$ cat src/rtl/ptest_pkg.sv
package ptest_pkg;

    // register addresses
    localparam int ADDR_CMD   = 0;
    localparam int ADDR_STS   = 1;
    localparam int ADDR_CFG   = 2;
    localparam int ADDR_PORT0 = 3;

    // field positions
    localparam int CMD_RUN     = 0;
    localparam int CMD_HCRST   = 1;
    localparam int CMD_PER     = 2;
    localparam int CMD_ASY     = 3;
    localparam int STS_HALT    = 0;
    localparam int STS_ERR     = 1;
    localparam int CFG_FLAG    = 0;
    localparam int PORT_SUSP   = 0;
    localparam int PORT_TC_LSB = 4;
    localparam int TC_W        = 3;

    typedef enum logic [TC_W-1:0] {
        TM_OFF   = 3'd0,
        TM_J     = 3'd1,
        TM_K     = 3'd2,
        TM_SE0   = 3'd3,
        TM_PKT   = 3'd4,
        TM_FORCE = 3'd5
    } tmode_e;

    typedef enum logic [1:0] {
        LN_IDLE = 2'd0,
        LN_J    = 2'd1,
        LN_K    = 2'd2,
        LN_SE0  = 2'd3
    } line_e;

    typedef struct packed {
        logic async_en;
        logic per_en;
        logic run;
    } cmd_t;

    function automatic tmode_e decode_tc(input logic [TC_W-1:0] v);
        case (v)
            3'd1:    return TM_J;
            3'd2:    return TM_K;
            3'd3:    return TM_SE0;
            3'd4:    return TM_PKT;
            3'd5:    return TM_FORCE;
            default: return TM_OFF;
        endcase
    endfunction

    function automatic line_e line_of(input tmode_e m);
        case (m)
            TM_J:    return LN_J;
            TM_K:    return LN_K;
            TM_SE0:  return LN_SE0;
            default: return LN_IDLE;
        endcase
    endfunction

endpackage

$ cat src/rtl/ptest_halt_timer.sv
module ptest_halt_timer #(
    parameter int HALT_LAT = 2
) (
    input  logic clk,
    input  logic rst,
    input  logic run,
    output logic halted
);
    localparam int CNT_W = (HALT_LAT < 2) ? 1 : $clog2(HALT_LAT + 1);
    localparam logic [CNT_W-1:0] LAST = CNT_W'(HALT_LAT - 1);

    logic [CNT_W-1:0] cnt_q;

    always_ff @(posedge clk) begin
        if (rst) begin
            halted <= 1'b1;
            cnt_q  <= '0;
        end else if (run) begin
            halted <= 1'b0;
            cnt_q  <= '0;
        end else if (!halted) begin
            if (cnt_q == LAST) begin
                halted <= 1'b1;
                cnt_q  <= '0;
            end else begin
                cnt_q <= cnt_q + 1'b1;
            end
        end
    end
endmodule

$ cat src/rtl/ptest_hc_regs.sv
module ptest_hc_regs
    import ptest_pkg::*;
(
    input  logic clk,
    input  logic rst,
    input  logic cmd_we,
    input  logic sts_we,
    input  logic cfg_we,
    input  logic wr_run,
    input  logic wr_hcrst,
    input  logic wr_per,
    input  logic wr_asy,
    input  logic wr_errclr,
    input  logic wr_cfg,
    input  logic halted,
    input  logic rej_any,
    output cmd_t cmd,
    output logic cfg,
    output logic err,
    output logic rst_take
);
    assign rst_take = cmd_we && wr_hcrst && halted;

    always_ff @(posedge clk) begin
        if (rst) begin
            cmd <= '0;
            cfg <= 1'b0;
            err <= 1'b0;
        end else begin
            if (rst_take) begin
                cmd <= '0;
            end else if (cmd_we) begin
                cmd.run      <= wr_run;
                cmd.per_en   <= wr_per;
                cmd.async_en <= wr_asy;
            end

            if (cfg_we)
                cfg <= wr_cfg;

            if (rst_take)
                err <= 1'b0;
            else if (rej_any)
                err <= 1'b1;
            else if (sts_we && wr_errclr)
                err <= 1'b0;
        end
    end
endmodule

$ cat src/rtl/ptest_port_ctl.sv
module ptest_port_ctl
    import ptest_pkg::*;
(
    input  logic            clk,
    input  logic            rst,
    input  logic            hc_rst,
    input  logic            wr_hit,
    input  logic            wr_susp,
    input  logic [TC_W-1:0] wr_tc,
    input  logic            halted,
    input  logic            sched_busy,
    input  logic            cfg,
    input  logic            run,
    output logic            susp,
    output tmode_e          mode,
    output line_e           line,
    output logic            pkt_start,
    output logic            sof_en,
    output logic            test_on,
    output logic            reject
);
    tmode_e req;
    logic   ready;
    logic   idle_wr;

    assign req     = decode_tc(wr_tc);
    assign ready   = halted && susp && !sched_busy && cfg;
    assign idle_wr = wr_hit && (mode == TM_OFF);
    assign reject  = idle_wr && (req != TM_OFF) && !ready;

    always_ff @(posedge clk) begin
        if (rst || hc_rst) begin
            mode      <= TM_OFF;
            susp      <= 1'b0;
            pkt_start <= 1'b0;
        end else begin
            pkt_start <= 1'b0;
            if (idle_wr) begin
                susp <= wr_susp;
                if (req != TM_OFF && ready) begin
                    mode      <= req;
                    pkt_start <= (req == TM_PKT);
                end
            end
        end
    end

    assign test_on = (mode != TM_OFF);
    assign line    = line_of(mode);

    always_comb begin
        case (mode)
            TM_OFF:   sof_en = run && cfg && !susp;
            TM_FORCE: sof_en = run;
            default:  sof_en = 1'b0;
        endcase
    end
endmodule

$ cat src/rtl/usb_ptest_ctrl.sv
module usb_ptest_ctrl
    import ptest_pkg::*;
#(
    parameter int N_PORTS  = 2,
    parameter int ADDR_W   = 4,
    parameter int DATA_W   = 8,
    parameter int HALT_LAT = 2
) (
    input  logic                 clk,
    input  logic                 rst,
    input  logic                 reg_we,
    input  logic [ADDR_W-1:0]    reg_addr,
    input  logic [DATA_W-1:0]    reg_wdata,
    input  logic [ADDR_W-1:0]    reg_raddr,
    output logic [DATA_W-1:0]    reg_rdata,
    output logic                 hc_halted,
    output logic [2*N_PORTS-1:0] port_line,
    output logic [N_PORTS-1:0]   port_pkt_start,
    output logic [N_PORTS-1:0]   port_sof_en,
    output logic [N_PORTS-1:0]   port_test_on
);
    cmd_t   cmd;
    logic   run_q;
    logic   halted_q;
    logic   cfg_q;
    logic   err_q;
    logic   hc_rst_take;
    logic   sched_busy;
    logic   rej_any;
    logic   cmd_we, sts_we, cfg_we;
    logic   [N_PORTS-1:0] susp_v;
    logic   [N_PORTS-1:0] rej_v;
    tmode_e mode_v [N_PORTS];

    assign cmd_we     = reg_we && (reg_addr == ADDR_W'(ADDR_CMD));
    assign sts_we     = reg_we && (reg_addr == ADDR_W'(ADDR_STS));
    assign cfg_we     = reg_we && (reg_addr == ADDR_W'(ADDR_CFG));
    assign run_q      = cmd.run;
    assign sched_busy = cmd.per_en || cmd.async_en;
    assign rej_any    = |rej_v;
    assign hc_halted  = halted_q;

    ptest_hc_regs u_regs (
        .clk       (clk),
        .rst       (rst),
        .cmd_we    (cmd_we),
        .sts_we    (sts_we),
        .cfg_we    (cfg_we),
        .wr_run    (reg_wdata[CMD_RUN]),
        .wr_hcrst  (reg_wdata[CMD_HCRST]),
        .wr_per    (reg_wdata[CMD_PER]),
        .wr_asy    (reg_wdata[CMD_ASY]),
        .wr_errclr (reg_wdata[STS_ERR]),
        .wr_cfg    (reg_wdata[CFG_FLAG]),
        .halted    (halted_q),
        .rej_any   (rej_any),
        .cmd       (cmd),
        .cfg       (cfg_q),
        .err       (err_q),
        .rst_take  (hc_rst_take)
    );

    ptest_halt_timer #(.HALT_LAT(HALT_LAT)) u_halt (
        .clk    (clk),
        .rst    (rst),
        .run    (run_q),
        .halted (halted_q)
    );

    for (genvar p = 0; p < N_PORTS; p++) begin : g_port
        logic  hit;
        line_e ln;

        assign hit = reg_we && (reg_addr == ADDR_W'(ADDR_PORT0 + p));

        ptest_port_ctl u_port (
            .clk        (clk),
            .rst        (rst),
            .hc_rst     (hc_rst_take),
            .wr_hit     (hit),
            .wr_susp    (reg_wdata[PORT_SUSP]),
            .wr_tc      (reg_wdata[PORT_TC_LSB +: TC_W]),
            .halted     (halted_q),
            .sched_busy (sched_busy),
            .cfg        (cfg_q),
            .run        (run_q),
            .susp       (susp_v[p]),
            .mode       (mode_v[p]),
            .line       (ln),
            .pkt_start  (port_pkt_start[p]),
            .sof_en     (port_sof_en[p]),
            .test_on    (port_test_on[p]),
            .reject     (rej_v[p])
        );

        assign port_line[2*p +: 2] = ln;
    end

    always_comb begin
        reg_rdata = '0;
        if (reg_raddr == ADDR_W'(ADDR_CMD)) begin
            reg_rdata[CMD_RUN] = cmd.run;
            reg_rdata[CMD_PER] = cmd.per_en;
            reg_rdata[CMD_ASY] = cmd.async_en;
        end else if (reg_raddr == ADDR_W'(ADDR_STS)) begin
            reg_rdata[STS_HALT] = halted_q;
            reg_rdata[STS_ERR]  = err_q;
        end else if (reg_raddr == ADDR_W'(ADDR_CFG)) begin
            reg_rdata[CFG_FLAG] = cfg_q;
        end else begin
            for (int p = 0; p < N_PORTS; p++) begin
                if (reg_raddr == ADDR_W'(ADDR_PORT0 + p)) begin
                    reg_rdata[PORT_SUSP]             = susp_v[p];
                    reg_rdata[PORT_TC_LSB +: TC_W]   = mode_v[p];
                end
            end
        end
    end
endmodule

$ cat config.mk
export PLATFORM = sky130hd
export DESIGN_NAME = usb_ptest_ctrl
export DESIGN_NICKNAME = d
export VERILOG_FILES = /design/src/rtl/ptest_pkg.sv /design/src/rtl/ptest_halt_timer.sv /design/src/rtl/ptest_hc_regs.sv /design/src/rtl/ptest_port_ctl.sv /design/src/rtl/usb_ptest_ctrl.sv
export SDC_FILE = /design/constraint.sdc
export NUM_CORES = 1
export LEC_CHECK = 0
export CORE_ASPECT_RATIO = 2
export CORE_UTILIZATION = 30
export DETAILED_ROUTE_END_ITERATION = 16
export MAX_ROUTING_LAYER = met4
export SLEW_MARGIN = 20
export SYNTH_ARGS = -nofsm -noshare
export SYNTH_HDL_FRONTEND = slang
export SYNTH_SLANG_ARGS = --single-unit
export TNS_END_PERCENT = 30
$ cat constraint.sdc
create_clock -name clk -period 4.89 [get_ports clk]
set_clock_uncertainty 0.2 [all_clocks]
set_input_delay 0.978 -clock clk [delete_from_list [all_inputs] [get_ports clk]]
set_output_delay 0.978 -clock clk [all_outputs]
set_load 0.005 [all_outputs]
# Yosys cells after proc, flatten, opt, wreduce, memory -nomap -nowiden
# Index checks and enable logic that the tools add are counted.
[word_totals]
word_cells = 112
ff_bits = 18
ramBits = 0
n_memories = 0
latchBits = 0
output_inout_bits = 19
romBits = 0
input_bits = 19
[classes]
n_shift = 0
order_cmp = 0
n_mux = 24
n_mul = 0
reduce_logical = 47
n_addsub = 1
n_eq_ne = 23
bitwise = 4
div_mod_pow = 0
[op_table]
columns = ["operator", "n"]
rows = [
  ["1-bit logical AND", 25],
  ["3-bit by 2-bit equality test with 1-bit output, second input constant", 6],
  ["4-bit by 2-bit equality test with 1-bit output, second input constant", 4],
  ["3-bit equality test, second input constant", 5],
  ["3-bit two-way mux", 5],
  ["3-bit case mux with 5 select lines", 1],
  ["1-bit two-way mux", 12],
  ["2-bit case mux with 3 select lines", 2],
  ["3-bit by 1-bit equality test with 1-bit output, second input constant", 3],
  ["3-bit nonzero test", 3],
  ["4-bit by 1-bit equality test with 1-bit output, second input constant", 2],
  ["4-bit by 3-bit equality test with 1-bit output, second input constant", 2],
  ["4-bit logical NOT", 2],
  ["3-bit logical NOT", 2],
  ["2-bit OR reduction", 3],
  ["3-bit OR reduction", 2],
  ["1-bit logical NOT", 5],
  ["2-bit two-way mux", 2],
  ["1-bit inverter", 4],
  ["1-bit case mux with 2 select lines", 2],
  ["2-bit AND reduction", 2],
  ["2-bit by 1-bit adder with 2-bit output, second input constant", 1],
  ["2-bit by 1-bit equality test with 1-bit output, second input constant", 1],
  ["1-bit logical OR", 2],
  ["2-bit nonzero test", 1],
]

# Longest topological paths before layout
# Gate-level depths: netlist of the first run.
[logic_depth]
ltp_word = 8
depth_mapped = 6
mapped_depth_nobuf = 6

# By module
# Synthesis of the first run repeated with hierarchy kept, for this count alone.
[unflattened]
hier_cells = 120
hier_area_um2 = 1084.8
[by_module_without_submodules]
columns = ["mod", "n_inst", "area_each_um2", "seq_area_each_um2", "cells_per_inst"]
rows = [
  ["ptest_port_ctl", 2, 274.0, 100.1, 30],
  ["usb_ptest_ctrl", 1, 221.5, 0.0, 32],
  ["ptest_hc_regs", 1, 200.2, 100.1, 18],
  ["ptest_halt_timer", 1, 115.1, 60.1, 10],
]

# Worst setup path before layout of the first run
# Ideal clock, no wire load.
[synth_timing]
path_kind = "input to output"
from = "in reg_raddr[0]"
to = "out reg_rdata[0]"
t_arrival_ns = 1.743
n_path_buf = 1
required_time_ns = 3.712
slack_ns = 1.969
stages = 5
cell_sequence = "clkbuf_1 and3b_1 a21oi_1 o22ai_1 a22o_1"
[synth_between]
elab_chain_cells = 6
word_cells_on_any_way = 10
classes_between = "eq/ne (4); mux (5); reduce/logical (1)"
[synth_lines]
columns = ["element", "line", "text"]
rows = [
  ["start: declaration", "usb_ptest_ctrl.sv:14", "input logic [ADDR_W-1:0] reg_raddr,"],
  ["4-bit by 2-bit equality test with 1-bit output", "usb_ptest_ctrl.sv:112", "if (reg_raddr == ADDR_W'(ADDR_PORT0 + p)) begin"],
  ["1-bit two-way mux (2 in series)", "usb_ptest_ctrl.sv:112", ""],
  ["1-bit two-way mux", "usb_ptest_ctrl.sv:108", "end else if (reg_raddr == ADDR_W'(ADDR_CFG)) begin"],
  ["1-bit two-way mux", "usb_ptest_ctrl.sv:105", "end else if (reg_raddr == ADDR_W'(ADDR_STS)) begin"],
  ["1-bit two-way mux *", "usb_ptest_ctrl.sv:101", "if (reg_raddr == ADDR_W'(ADDR_CMD)) begin"],
  ["end: declaration", "usb_ptest_ctrl.sv:15", "output logic [DATA_W-1:0] reg_rdata,"],
]
# Mark *: on every way between the ends. The rest lies on a longest branch, timed or not.

# Worst setup path after layout of the first run
# Same ends and word-level chain as after synthesis.

==> flow_metrics.py, run 1 <==
metrics = {
    "yosys": {
        "async_flop_share": 0,
        "synth_area_per_cell_um2": 8.00,
        "synth-edff-count": 0,
        "ys_ff_latch": 18,
        "synth_seq_area_share": 0.336,
        "netlist_area_um2": 1070,
        "ys.flop_type": "dfxtp_1",
        "synthDistinctLibCells": 39,
        "syn_inst": 134,
        "yosys_warnings": 0,
        "synth_nets": 155,
    },
    "critical_path": {
        "r2r_setup_slack_ns": 2.89,
        "criticalPathCategory": "input port to output pin",
        "cp-end-kind": "output pin",
        "worstReg2RegEnd": "g_port[1].u_port.mode[0]",
        "endpoint": "reg_rdata[0]",
        "crit_arrival_ns": 2.75,
        "reg2regPathDepth": 4,
        "worst_ep_required_time_ns": 3.71,
        "crit_path_start": "reg_raddr[0]",
        "critPathMaxFanout": 9,
        "reg2reg_from": "g_port[1].u_port.mode[0]",
        "startpoint_type": "input port",
    },
    "final_layout": {
        "final_cell_area_um2": 1480,
        "nets": 186,
        "num-fill-cells": 348,
        "area_growth_pct": 37.8,
        "antennaDiodeCount": 0,
        "drive_above_1_share": 0.0549,
    },
    "cts": {
        "post_cts_resized": 0,
        "cts_inserted_buffers": 3,
        "hold_buffers": 0,
        "post_cts_buffers": 0,
        "clkLatencyLatePin_ns": 0.25,
        "cts_max_path_buffers": 2,
        "h-tree-depth": 1,
        "cts_tree": "built",
        "cts_sinks": 18,
        "path_clk_slew_ns": 0.07,
        "cts_root_buffer": "clkbuf_8",
    },
    "timing": {
        "min_period_over_period": 0.803,
        "worstMarginPinSlew_ns": 0.493,
        "period_needed_ns": 3.93,
        "rsz0062_at_grt": "false",
        "slew_violations": 0,
        "finalHoldViolations": 0,
        "setup_violations": 0,
        "max-slew-margin-rel": 0.668,
        "timing.setup.tns_ns": 0,
        "timing.fmax_mhz": 255,
    },
    "routing": {
        "drc_errors": 0,
        "viasPerCell": 5.22,
        "wire_per_inst_um": 12.9,
        "drtPass1Iterations": 6,
        "ant_nets": 0,
        "dr_total_vias": 1106,
        "drtIter0Drc": 33,
        "wl_mm": 2.74,
    },
    "placed_design": {
        "hpwl_mm": 2.14,
        "place_congestion": 0.878,
        "postPlaceCellArea_um2": 1420,
        "portBuffers": 35,
    },
    "worst_hold_path": {
        "hold_path.class": "flip-flop to flip-flop",
    },
    "power_and_ir_drop": {
        "power_leakage_uw": 0.000538,
        "p_per_area_nw_per_um2": 209,
        "ir_drop_v": 0.000133,
    },
    "grt": {
        "grt_pass1_vias": 996,
        "grt_start_max_net_pins": 14,
        "gr-total-overflow": 0,
        "grtUsageTotal": 0.161,
        "antenna_found_initial": 0,
        "grt_pass1_wl_mm": 4.57,
    },
    "flow_run": {
        "maxCapViolations": 0,
    },
    "die": {
        "io_pins": 38,
        "fp.coreArea_um2": 3420,
        "initial_core_util": 0.314,
        "rows": 30,
        "die_h_um": 86.6,
        "dieArea_um2": 3830,
        "die_w_um": 44.3,
    },
    "outcome": {
        "status": "finished, final reports clean",
    },
}
[state kept, by name (all words and copies together) (netlist names)]
register,count
g_port.u_port.mode,6
u_regs.cmd,3
g_port.u_port.pkt_start,2
g_port.u_port.susp,2
u_halt.cnt_q,2
u_halt.halted,1
u_regs.cfg,1
u_regs.err,1
[layout make-up]
| cell class | count | area, um^2 | share of cell area |
|---|---|---|---|
| timing repair buffer | 35 | 350 | 0.237 |
| multi-input combinational | 98 | 618 | 0.418 |
| clock buffer | 4 | 55.1 | 0.0373 |
| tap | 48 | 60.1 | 0.0406 |
| sequential | 18 | 360 | 0.244 |
| inverter | 9 | 33.8 | 0.0229 |
[cell usage in the layout, fill, tap and decap left out, drive strengths merged, types with 2 or more instances in the layout]
master	n
nor2	15
and4bb	2
a21oi	14
dfxtp	18
or4b	2
nor2b	3
nor4b	2
inv	9
a41oi	2
a22oi	3
and3b	2
a31oi	2
nand2	9
ha	2
nor4	4
clkbuf	4
and3	3
clkdlybuf4s50	35
nor3	3
nand3	7
nor3b	3
and2	3
mux2i	3
[synthesized netlist by cell type (2+ instances only)]
cell,n,area share
ha_1,2,0.023
and3b_1,2,0.016
a22oi_1,3,0.021
dfxtp_1,18,0.34
clkbuf_1,2,0.0070
buf_4,7,0.049
a31oi_1,2,0.012
and2_1,3,0.018
nor3_1,3,0.014
nor4_1,4,0.023
and3_1,3,0.018
mux2i_1,3,0.028
nor2_1,15,0.053
a21oi_1,14,0.065
nand3_1,7,0.033
inv_1,9,0.032
nor2b_1,3,0.018
nand2_1,9,0.032
or4b_1,2,0.019
a41oi_1,2,0.016
nor3b_1,2,0.014
nor4b_1,2,0.016
[logic make-up (layout without fill, tap and decap cells)]
logic type / Yosys count / after routing / synth area share
fa+ha+maj: 2 / 2 / 0.0233
flops: 18 / 18 / 0.336
other cells: 1 / 1 / 0.00350
mux: 3 / 3 / 0.0280
simple gates: 64 / 64 / 0.357
compound gates: 28 / 28 / 0.165
buf+inv: 18 / 48 / 0.0875
[worst max-delay path, stage by stage]
cell,delay (ns)
clkdlybuf4s50_1,0.54
nor4_1,0.52
a22o_1,0.22
clkdlybuf4s50_1,0.49
[where the power goes]
group          switching (uW)  total, uW  internal, uW
Combinational            18.1       38.4          20.4
Sequential               1.24        149           148
Clock                    50.6        122          71.6
[worst min-delay path by stage]
stage          slack [ns]       startpoint  cells after the start               to
6_report             0.26  u_halt.cnt_q[1]                      2  u_halt.cnt_q[1]
5_1_grt              0.30  u_halt.cnt_q[1]                      2  u_halt.cnt_q[1]
4_1_cts              0.26  u_halt.cnt_q[1]                      2  u_halt.cnt_q[1]
3_5_place_dp         0.25  u_halt.cnt_q[1]                      2  u_halt.cnt_q[1]
3_3_place_gp         0.23  u_halt.cnt_q[1]                      2  u_halt.cnt_q[1]
2_1_floorplan        0.22  u_halt.cnt_q[1]                      2  u_halt.cnt_q[1]
[stage by stage]
stage               hold slack, ns  power [uW]  setup slack (ns)  cells  utilization
CTS                          0.259         312             0.968    212        0.433
detailed placement           0.248         190             0.967    208        0.416
global placement             0.230         189             0.976    208        0.416
global route                 0.298         327             0.859    212        0.433
finish                       0.258         310             0.964    212        0.433
floorplan                    0.220         169              1.97    134            -
[routing by layer]
metal	routed length, um	GRT usage	vias up
met5	0	-	-
met4	57	0.0744	0
met3	140	0.0250	7
met2	1410	0.259	49
met1	1130	0.190	509
li1	-	-	541
(Power assumes the default switching activity.)
==> run 2, diff against run 1 <==
==> constraint.sdc (replaced) <==
create_clock -name clk -period 3.99 [get_ports clk]
set_clock_uncertainty 0.2 [all_clocks]
set_input_delay 0.798 -clock clk [delete_from_list [all_inputs] [get_ports clk]]
set_output_delay 0.798 -clock clk [all_outputs]
set_load 0.005 [all_outputs]
==> run 2 against run 1 <==
Against the previous run:
- power grew 23%
- largest power group unchanged
- core utilization is the same
- critical endpoint unchanged
- wire length grew 3.0%
==> flow_metrics.py, run 2 (synthesis results as in run 1) <==
metrics = {
    "critical_path": {
        "cp_top_family": "buffers and inverters",
        "path_cells": "clkdlybuf4s50_1 > nor4_1 > a22o_1 > clkdlybuf4s50_1",
        "critPathMostFrequentCell": "clkdlybuf4s50_1",
        "crit_arrival_ns": 2.59,
        "cpPeakStageDelay_ns": 0.55,
        "worst_ep_required_time_ns": 2.99,
        "path_buf_inv": 2,
        "startpoint_type": "input port",
        "slowest_stage": "nor4_1",
        "criticalPathCategory": "input port to output pin",
        "r2r_setup_slack_ns": 2.00,
        "cp-end-kind": "output pin",
        "critPathMaxFanout": 9,
    },
    "final_layout": {
        "regMostFlops": "g_port.u_port.mode",
        "antennaDiodeCount": 0,
        "area_growth_pct": 37.8,
        "layout.cells.most_common_list": "35 x clkdlybuf4s50_1, 18 x dfxtp_1, 15 x nor2_1",
        "layout.cells.non_filler": 212,
        "reg_top3": "g_port.u_port.mode x6, u_regs.cmd x3",
        "drive_above_1_share": 0.0549,
        "nets": 186,
        "largest_reg_flops": 6,
        "final_common_cell": "clkdlybuf4s50_1",
    },
    "cts": {
        "post_cts_resized": 0,
        "cts_tree": "built",
        "cts_inserted_buffers": 3,
        "cts_sinks": 18,
        "post_cts_buffers": 0,
        "cts_max_path_buffers": 2,
        "cts_root_buffer": "clkbuf_8",
        "hold_buffers": 0,
        "path_clk_slew_ns": 0.07,
        "h-tree-depth": 1,
        "clkLatencyLatePin_ns": 0.26,
    },
    "timing": {
        "period_needed_ns": 3.59,
        "worstMarginPinSlew_ns": 0.536,
        "rsz0062_at_grt": "false",
        "setup_violations": 0,
        "holdWs_ns": 0.245,
        "slew_violations": 0,
        "min_period_over_period": 0.899,
        "max-slew-margin-rel": 0.640,
        "timing.fmax_mhz": 279,
        "finalHoldViolations": 0,
        "timing.setup.tns_ns": 0,
    },
    "die": {
        "fp.coreArea_um2": 3420,
        "initial_core_util": 0.314,
        "io_pins": 38,
        "dieArea_um2": 3830,
        "die_h_um": 86.6,
        "rows": 30,
        "die_w_um": 44.3,
    },
    "worst_hold_path": {
        "hold_path.class": "flip-flop to flip-flop",
    },
    "routing": {
        "wire_per_inst_um": 13.3,
        "drc_errors": 0,
        "drtIter0Drc": 43,
        "dr_total_vias": 1096,
        "viasPerCell": 5.17,
        "ant_nets": 0,
        "wl_mm": 2.82,
        "drtPass1Iterations": 4,
    },
    "grt": {
        "grtUsageTotal": 0.167,
        "antenna_found_initial": 0,
        "grt_start_max_net_pins": 14,
        "grt_pass1_vias": 1085,
        "gr-total-overflow": 0,
        "grt_pass1_wl_mm": 4.65,
    },
    "placed_design": {
        "hpwl_mm": 2.18,
        "portBuffers": 35,
        "dp.cells": 208,
        "place_congestion": 0.874,
    },
    "power_and_ir_drop": {
        "ir_drop_v": 0.000157,
        "p_per_area_nw_per_um2": 259,
        "power_leakage_uw": 0.000538,
    },
    "outcome": {
        "status": "finished, final reports clean",
    },
    "flow_run": {
        "maxCapViolations": 0,
    },
}
-- run 2: cell counts in the layout (fill, tap and decap cells not counted) --
Identical to the previous run, type by type.
-- run 2: stage by stage --
step	power, uW	utilization	setup slack [ns]	instance area (um^2)
finish	382	0.433	0.402	1480
global placement	232	0.416	0.439	1420
CTS	383	0.433	0.382	1480
floorplan	207	-	1.43	1070
global route	397	0.433	0.239	1480
detailed placement	234	0.416	0.383	1420
-- run 2: area by class of cell --
class / count / area, um^2
Fill cell: 352 / 1940
Inverter: 9 / 33.8
Clock buffer: 4 / 55.1
Multi-Input combinational cell: 98 / 618
Sequential cell: 18 / 360
Tap cell: 48 / 60.1
Timing Repair Buffer: 35 / 350
-- run 2: worst register-to-register path: stages, from the launching register on --
cell and delay, ns:
dfxtp_1 0.36, or3_4 0.40, and4bb_4 0.36, or4b_1 0.46, a21oi_1 0.15
-- run 2: report_power, final --
| part | total [uW] | switching (uW) | internal (uW) |
|---|---|---|---|
| Combinational | 47.7 | 22.7 | 25.0 |
| Clock | 152 | 64.0 | 87.9 |
| Sequential | 183 | 1.51 | 181 |
-- run 2: final timing paths --
kind | start | end | depth (start not counted)
worst min-delay path | u_halt.cnt_q[1] | u_halt.cnt_q[1] | 2
worst min register to register | u_halt.cnt_q[1] | u_halt.cnt_q[1] | 2
worst max register to register | g_port[1].u_port.mode[1] | g_port[1].u_port.mode[0] | 4
worst max-delay path | reg_raddr[0] | reg_rdata[0] | 4
-- run 2: metal layers --
layer,up-vias,share of wire,track usage
met1,503,0.38,0.174
met5,-,0,-
li1,539,-,-
met4,0,0.047,0.121
met2,42,0.52,0.273
met3,12,0.045,0.0271
